==> config.mk <==
export PLATFORM = sky130hd
export DESIGN_NAME = recip_freq_counter
export DESIGN_NICKNAME = d
export VERILOG_FILES = /design/src/rtl/rfc_pkg.sv /design/src/rtl/rfc_sync.sv /design/src/rtl/rfc_gate_ctrl.sv /design/src/rtl/rfc_result_reg.sv /design/src/rtl/recip_freq_counter.sv
export SDC_FILE = /design/constraint.sdc
export NUM_CORES = 1
export LEC_CHECK = 0
export BUFFER_PORTS_ARGS = -buffer_cell sky130_fd_sc_hd__buf_2
export CORE_MARGIN = 2
export CORE_UTILIZATION = 54
export DETAILED_ROUTE_END_ITERATION = 6
export PLACE_DENSITY = 0.74
export RECOVER_POWER = 100
export SETUP_SLACK_MARGIN = 0.15
export SYNTH_ARGS = -nofsm -noshare
export SYNTH_HDL_FRONTEND = slang
export SYNTH_SLANG_ARGS = --single-unit
==> constraint.sdc <==
create_clock -name clk_ref -period 2.4 [get_ports clk_ref]
set_input_delay 0.24 -clock clk_ref [delete_from_list [all_inputs] [get_ports clk_ref]]
set_output_delay 0.24 -clock clk_ref [all_outputs]
set_load 0.005 [all_outputs]
==> src/rtl/rfc_pkg.sv <==
`timescale 1ns/1ps
package rfc_pkg;
   typedef enum logic {
      GATE_IDLE = 1'b0,
      GATE_OPEN = 1'b1
   } gate_state_e;
endpackage

==> src/rtl/rfc_sync.sv <==
`timescale 1ns/1ps
// Multi-flop synchroniser followed by a rising-edge detector.
module rfc_sync #(
   parameter int unsigned STAGES = 2
) (
   input  logic clk,
   input  logic rst_n,
   input  logic din,
   output logic rise
);
   logic [STAGES-1:0] chain;
   logic              last_q;

   for (genvar s = 0; s < STAGES; s++) begin : g_stage
      if (s == 0) begin : g_first
         always_ff @(posedge clk) begin
            if (!rst_n) chain[0] <= 1'b0;
            else        chain[0] <= din;
         end
      end else begin : g_next
         always_ff @(posedge clk) begin
            if (!rst_n) chain[s] <= 1'b0;
            else        chain[s] <= chain[s-1];
         end
      end
   end

   always_ff @(posedge clk) begin
      if (!rst_n) last_q <= 1'b0;
      else        last_q <= chain[STAGES-1];
   end

   assign rise = chain[STAGES-1] & ~last_q;
endmodule

==> src/rtl/rfc_gate_ctrl.sv <==
`timescale 1ns/1ps
// Gate timing plus event and reference counters; reports a closing gate combinationally.
module rfc_gate_ctrl
   import rfc_pkg::*;
#(
   parameter int unsigned GATE_CYCLES = 1562500,
   parameter int unsigned TMO_MULT    = 4,
   parameter int unsigned EVT_W       = 16,
   parameter int unsigned REF_W       = 32
) (
   input  logic             clk,
   input  logic             rst_n,
   input  logic             rise,
   output logic             done,
   output logic             done_tmo,
   output logic [EVT_W-1:0] done_evt,
   output logic [REF_W-1:0] done_ref
);
   localparam logic [63:0]      TMO_CYCLES = 64'(GATE_CYCLES) * 64'(TMO_MULT);
   localparam logic [REF_W-1:0] GATE_REF   = REF_W'(GATE_CYCLES);
   localparam logic [REF_W-1:0] TMO_REF    = REF_W'(TMO_CYCLES);
   localparam logic [EVT_W-1:0] EVT_MAX    = {EVT_W{1'b1}};
   localparam logic [REF_W-1:0] REF_ONE    = REF_W'(1);

   gate_state_e      state_q;
   logic [REF_W-1:0] ref_q;
   logic [EVT_W-1:0] evt_q;
   logic [EVT_W-1:0] evt_inc;
   logic             close_now;
   logic             tmo_now;

   always_comb begin
      evt_inc   = (evt_q == EVT_MAX) ? EVT_MAX : evt_q + EVT_W'(1);
      close_now = (state_q == GATE_OPEN) && rise && (ref_q >= GATE_REF);
      tmo_now   = (state_q == GATE_OPEN) && !rise && (ref_q == TMO_REF);
      done      = close_now || tmo_now;
      done_tmo  = tmo_now;
      done_evt  = tmo_now ? '0 : evt_inc;
      done_ref  = ref_q;
   end

   always_ff @(posedge clk) begin
      if (!rst_n) begin
         state_q <= GATE_IDLE;
         ref_q   <= '0;
         evt_q   <= '0;
      end else if (state_q == GATE_IDLE) begin
         if (rise) begin
            state_q <= GATE_OPEN;
            ref_q   <= REF_ONE;
            evt_q   <= '0;
         end
      end else if (close_now) begin
         ref_q <= REF_ONE;
         evt_q <= '0;
      end else if (tmo_now) begin
         state_q <= GATE_IDLE;
         ref_q   <= '0;
         evt_q   <= '0;
      end else begin
         ref_q <= ref_q + REF_ONE;
         if (rise) evt_q <= evt_inc;
      end
   end
endmodule

==> src/rtl/rfc_result_reg.sv <==
`timescale 1ns/1ps
// Result holding register with one-cycle valid strobe.
module rfc_result_reg #(
   parameter int unsigned EVT_W = 16,
   parameter int unsigned REF_W = 32
) (
   input  logic             clk,
   input  logic             rst_n,
   input  logic             load,
   input  logic             load_tmo,
   input  logic [EVT_W-1:0] load_evt,
   input  logic [REF_W-1:0] load_ref,
   output logic             valid,
   output logic             tmo,
   output logic [EVT_W-1:0] evt,
   output logic [REF_W-1:0] refc
);
   always_ff @(posedge clk) begin
      if (!rst_n) begin
         valid <= 1'b0;
         tmo   <= 1'b0;
         evt   <= '0;
         refc  <= '0;
      end else begin
         valid <= load;
         if (load) begin
            tmo  <= load_tmo;
            evt  <= load_evt;
            refc <= load_ref;
         end
      end
   end
endmodule

==> src/rtl/recip_freq_counter.sv <==
`timescale 1ns/1ps
module recip_freq_counter #(
   parameter int unsigned GATE_CYCLES = 1562500,
   parameter int unsigned TMO_MULT    = 4,
   parameter int unsigned EVT_W       = 16,
   parameter int unsigned REF_W       = 32,
   parameter int unsigned SYNC_STAGES = 2
) (
   input  logic             clk_ref,
   input  logic             rst_n,
   input  logic             sig_in,
   output logic             res_valid,
   output logic             res_timeout,
   output logic [EVT_W-1:0] res_events,
   output logic [REF_W-1:0] res_ref_cycles
);
   localparam logic [63:0] TMO_SPAN = 64'(GATE_CYCLES) * 64'(TMO_MULT);

   initial begin : param_check
      if (GATE_CYCLES < 2)   $error("gate must span at least two clocks");
      if (TMO_MULT < 2)      $error("timeout multiple must be at least two");
      if (SYNC_STAGES < 2)   $error("synchroniser needs at least two stages");
      if (EVT_W < 2 || EVT_W > 32) $error("event width out of range");
      if (REF_W < 8 || REF_W > 48) $error("reference width out of range");
      if ((TMO_SPAN >> REF_W) != 64'd0) $error("reference counter too narrow for timeout span");
   end

   logic             rise;
   logic             done;
   logic             done_tmo;
   logic [EVT_W-1:0] done_evt;
   logic [REF_W-1:0] done_ref;

   rfc_sync #(.STAGES(SYNC_STAGES)) u_sync (
      .clk  (clk_ref),
      .rst_n(rst_n),
      .din  (sig_in),
      .rise (rise)
   );

   rfc_gate_ctrl #(
      .GATE_CYCLES(GATE_CYCLES),
      .TMO_MULT   (TMO_MULT),
      .EVT_W      (EVT_W),
      .REF_W      (REF_W)
   ) u_gate (
      .clk     (clk_ref),
      .rst_n   (rst_n),
      .rise    (rise),
      .done    (done),
      .done_tmo(done_tmo),
      .done_evt(done_evt),
      .done_ref(done_ref)
   );

   rfc_result_reg #(.EVT_W(EVT_W), .REF_W(REF_W)) u_res (
      .clk     (clk_ref),
      .rst_n   (rst_n),
      .load    (done),
      .load_tmo(done_tmo),
      .load_evt(done_evt),
      .load_ref(done_ref),
      .valid   (res_valid),
      .tmo     (res_timeout),
      .evt     (res_events),
      .refc    (res_ref_cycles)
   );
endmodule

==> results.toml <==
[worst_hold_path]
min_path_type = "in2reg"

[pwr]
p_switching_uw = 704
pwr-share-seq_pct = 57.6
pwr-share-clk_pct = 37.6
p_leak_nw = 2.59
power_frac_comb_pct = 4.8
power_mw = 2.94
switching_share_pct = 23.9
intPower_mw = 2.24
p_per_area_mw_per_mm2 = 438
ir_drop_mv = 0.276

[die]
dieArea_sq_mm = 0.0106
io_pins = 53
start_util_pct = 54.8
dieWidth_microns = 103
rows = 36
die_h_microns = 103
coreArea_sq_mm = 0.00964

[cells_and_area]
drive_gt1_share_pct = 26.0
layout.nets = 740
nFillCells = 751
diodes = 0
area_growth_pct = 27.2
post-route-util_pct = 69.7

[outcome]
outcome = "finished, final reports clean"

[placed_design]
dp_slack_ps = -165
place_congestion = 1.02
numPortBuffers = 52
dpl.hpwl_mm = 9.94

[routing]
post_drt_via_cell_ratio = 6.18
routedWlPerCell_microns = 18.5
final_antenna_net_count = 0
num_vias = 5388
first_iter_violations = 402
routed_wl_mm = 16.2
drc = 0
firstDrtPassIters = 6

[sta]
tightest_slew_ps = 1160
max_freq_ghz = 0.434
period_needed_ps = 2300
clock_skew_ps = 13.3
hold_viol = 0
finalCritPeriodShare_pct = 96.0
holdWs_ps = 73.3
finalSetupViolations = 0
fin_setup_tns_ps = 0
slew_viol_final = 0
timing.final.ws_setup_ps = 95.4
relSlewSlack_pct = 22.8
rsz0062_at_grt = "yes"

[synthesis]
synthCells = 622
synth_compound_area_share_pct = 13.2
ys_ff_latch = 102
ys_types = 68
yosysTopAreaCell = "dfxtp_1"
synthAdderAreaFrac_pct = 0.711
synthMuxAreaShare_pct = 7.61
synth_top_area_share_pct = 38.7
synthTopCellsByCount = "nand2_1 (121), dfxtp_1 (102), mux2i_1 (39)"
synthTopCellsByArea = "dfxtp_1 (39%), nand2_1 (8.6%), mux2i_1 (7.4%)"
synth_warnings = 0
synthesis.area_sq_mm = 0.00528
synth_top_family_by_area = "simple AND/OR/NAND/NOR gates"
synth_enable_flop_cells = 0
synth_area_per_cell_sq_um = 8.49
syn_nets = 628
synth_most_common_cell = "nand2_1"
yosys.area_share.simple_pct = 32.6
yosys.area_share.xor_xnor_pct = 2.16
synthFlopType = "dfxtp_1"
ys_seq_area_share_pct = 38.7
synthArstFlopShare_pct = 0

[critical_path]
cp_max_fo = 5
cp-start-kind = "flop"
critPathArrivalTime_ps = 2580
critPathKind = "reg2reg"
cp-end-kind = "flop"
required_ps = 2680

[clock_network]
clockBufferDepth = 2
cts_buffers = 9
clock-root-buffer = "clkbuf_8"
postCtsHoldBufs = 0
worstSkewPairLatency_ps = 390
cts_tree = "done"
cts_sinks = 102
h-tree-depth = 3
clk_pin_slew_ps = 90

[grt]
grt_pass1_wl_mm = 23.1
antenna_found_initial = 0
globalRouteTotalUtil_pct = 28.1
grt_pass1_vias = 4819
grt_overflow = 0
grt_max_degree = 67

[job]
cap_violations = 0
[cell usage in the layout (no fill, tap or decap), drive strengths merged, types with 10 or more instances in the layout]
cell type	n
clkbuf	47
nor3	15
nor2	28
a21oi	29
and2	10
nand4	38
and3	11
nand3	31
buf	106
o21ai	23
nor4	14
nand2	121
dfxtp	102
mux2i	39
[registers in the layout, indices dropped and copies added (netlist names)]
register         count
u_sync.chain         2
u_gate.done_ref     32
u_gate.state_q       1
u_res.tmo            1
u_res.evt           16
u_res.refc          32
u_sync.last_q        1
u_res.valid          1
u_gate.evt_q        16
[kinds of logic (layout without fill, tap and decap cells)]
family / count (synthesis) / in the layout
compound gates: 100 / 101
xor+xnor: 13 / 13
mux: 40 / 40
buf+inv: 52 / 166
flops: 102 / 102
simple gates: 312 / 314
fa+ha+maj: 3 / 3
[cell type report]
class / instances / area, sq um / area share (%)
Tap cell: 133 / 166 / 2.48
Inverter: 10 / 37.5 / 0.559
Timing Repair Buffer: 140 / 993 / 14.8
Clock buffer: 13 / 149 / 2.22
Clock inverter: 3 / 43.8 / 0.652
Multi-Input combinational cell: 471 / 3260 / 48.6
Sequential cell: 102 / 2060 / 30.7
[layer usage]
layer	track usage, %	wire length [microns]	vias to the layer above
li1	-	-	2484
met1	34.5	6470	2545
met2	46.4	7720	290
met3	5.69	1350	69
met4	14.9	638	0
met5	0	0	-
[through the flow]
step | cell area [sq um] | instances
final | 6720 | 872
after global routing | 6720 | 872
after CTS | 6290 | 852
after detailed placement | 5920 | 823
after global placement | 5920 | 823
after floorplan | 5280 | 622
[final timing paths]
check,startpoint,to,slack [ps],cells past startpoint
worst max-delay path,u_gate.done_ref[1],u_gate.done_ref[17],100,10
worst min-delay path,sig_in,u_sync.chain[0],70,2
worst max register to register,u_gate.done_ref[1],u_gate.done_ref[17],100,10
worst min register to register,u_sync.chain[0],u_sync.chain[1],430,1
[repair_timing]
action,CTS,global route
setup buffers,12,15
resized for setup,24,59
pin swaps,9,31
setup endpoints to repair,92,78
gates cloned,1,5
[critical path, cell delays in order (launching register included)]
cell and delay (ps):
dfxtp_1 340, inv_2 80, ha_4 120, and3b_1 190, buf_6 120, buf_4 100, nand2_1 60, nor4_2 480
nand3_1 330, nand4_4 300, o31ai_2 90
[power groups by stage]
stage / clock, mW / sequential [mW] / combinational (mW)
floorplan: 0 / 1.74 / 0.0733
global placement: 0 / 1.74 / 0.119
detailed placement: 0 / 1.74 / 0.120
CTS: 1.12 / 1.70 / 0.124
global route: 1.19 / 1.70 / 0.149
finish: 1.11 / 1.70 / 0.141
Note: power is estimated with default switching activity, not from simulation.
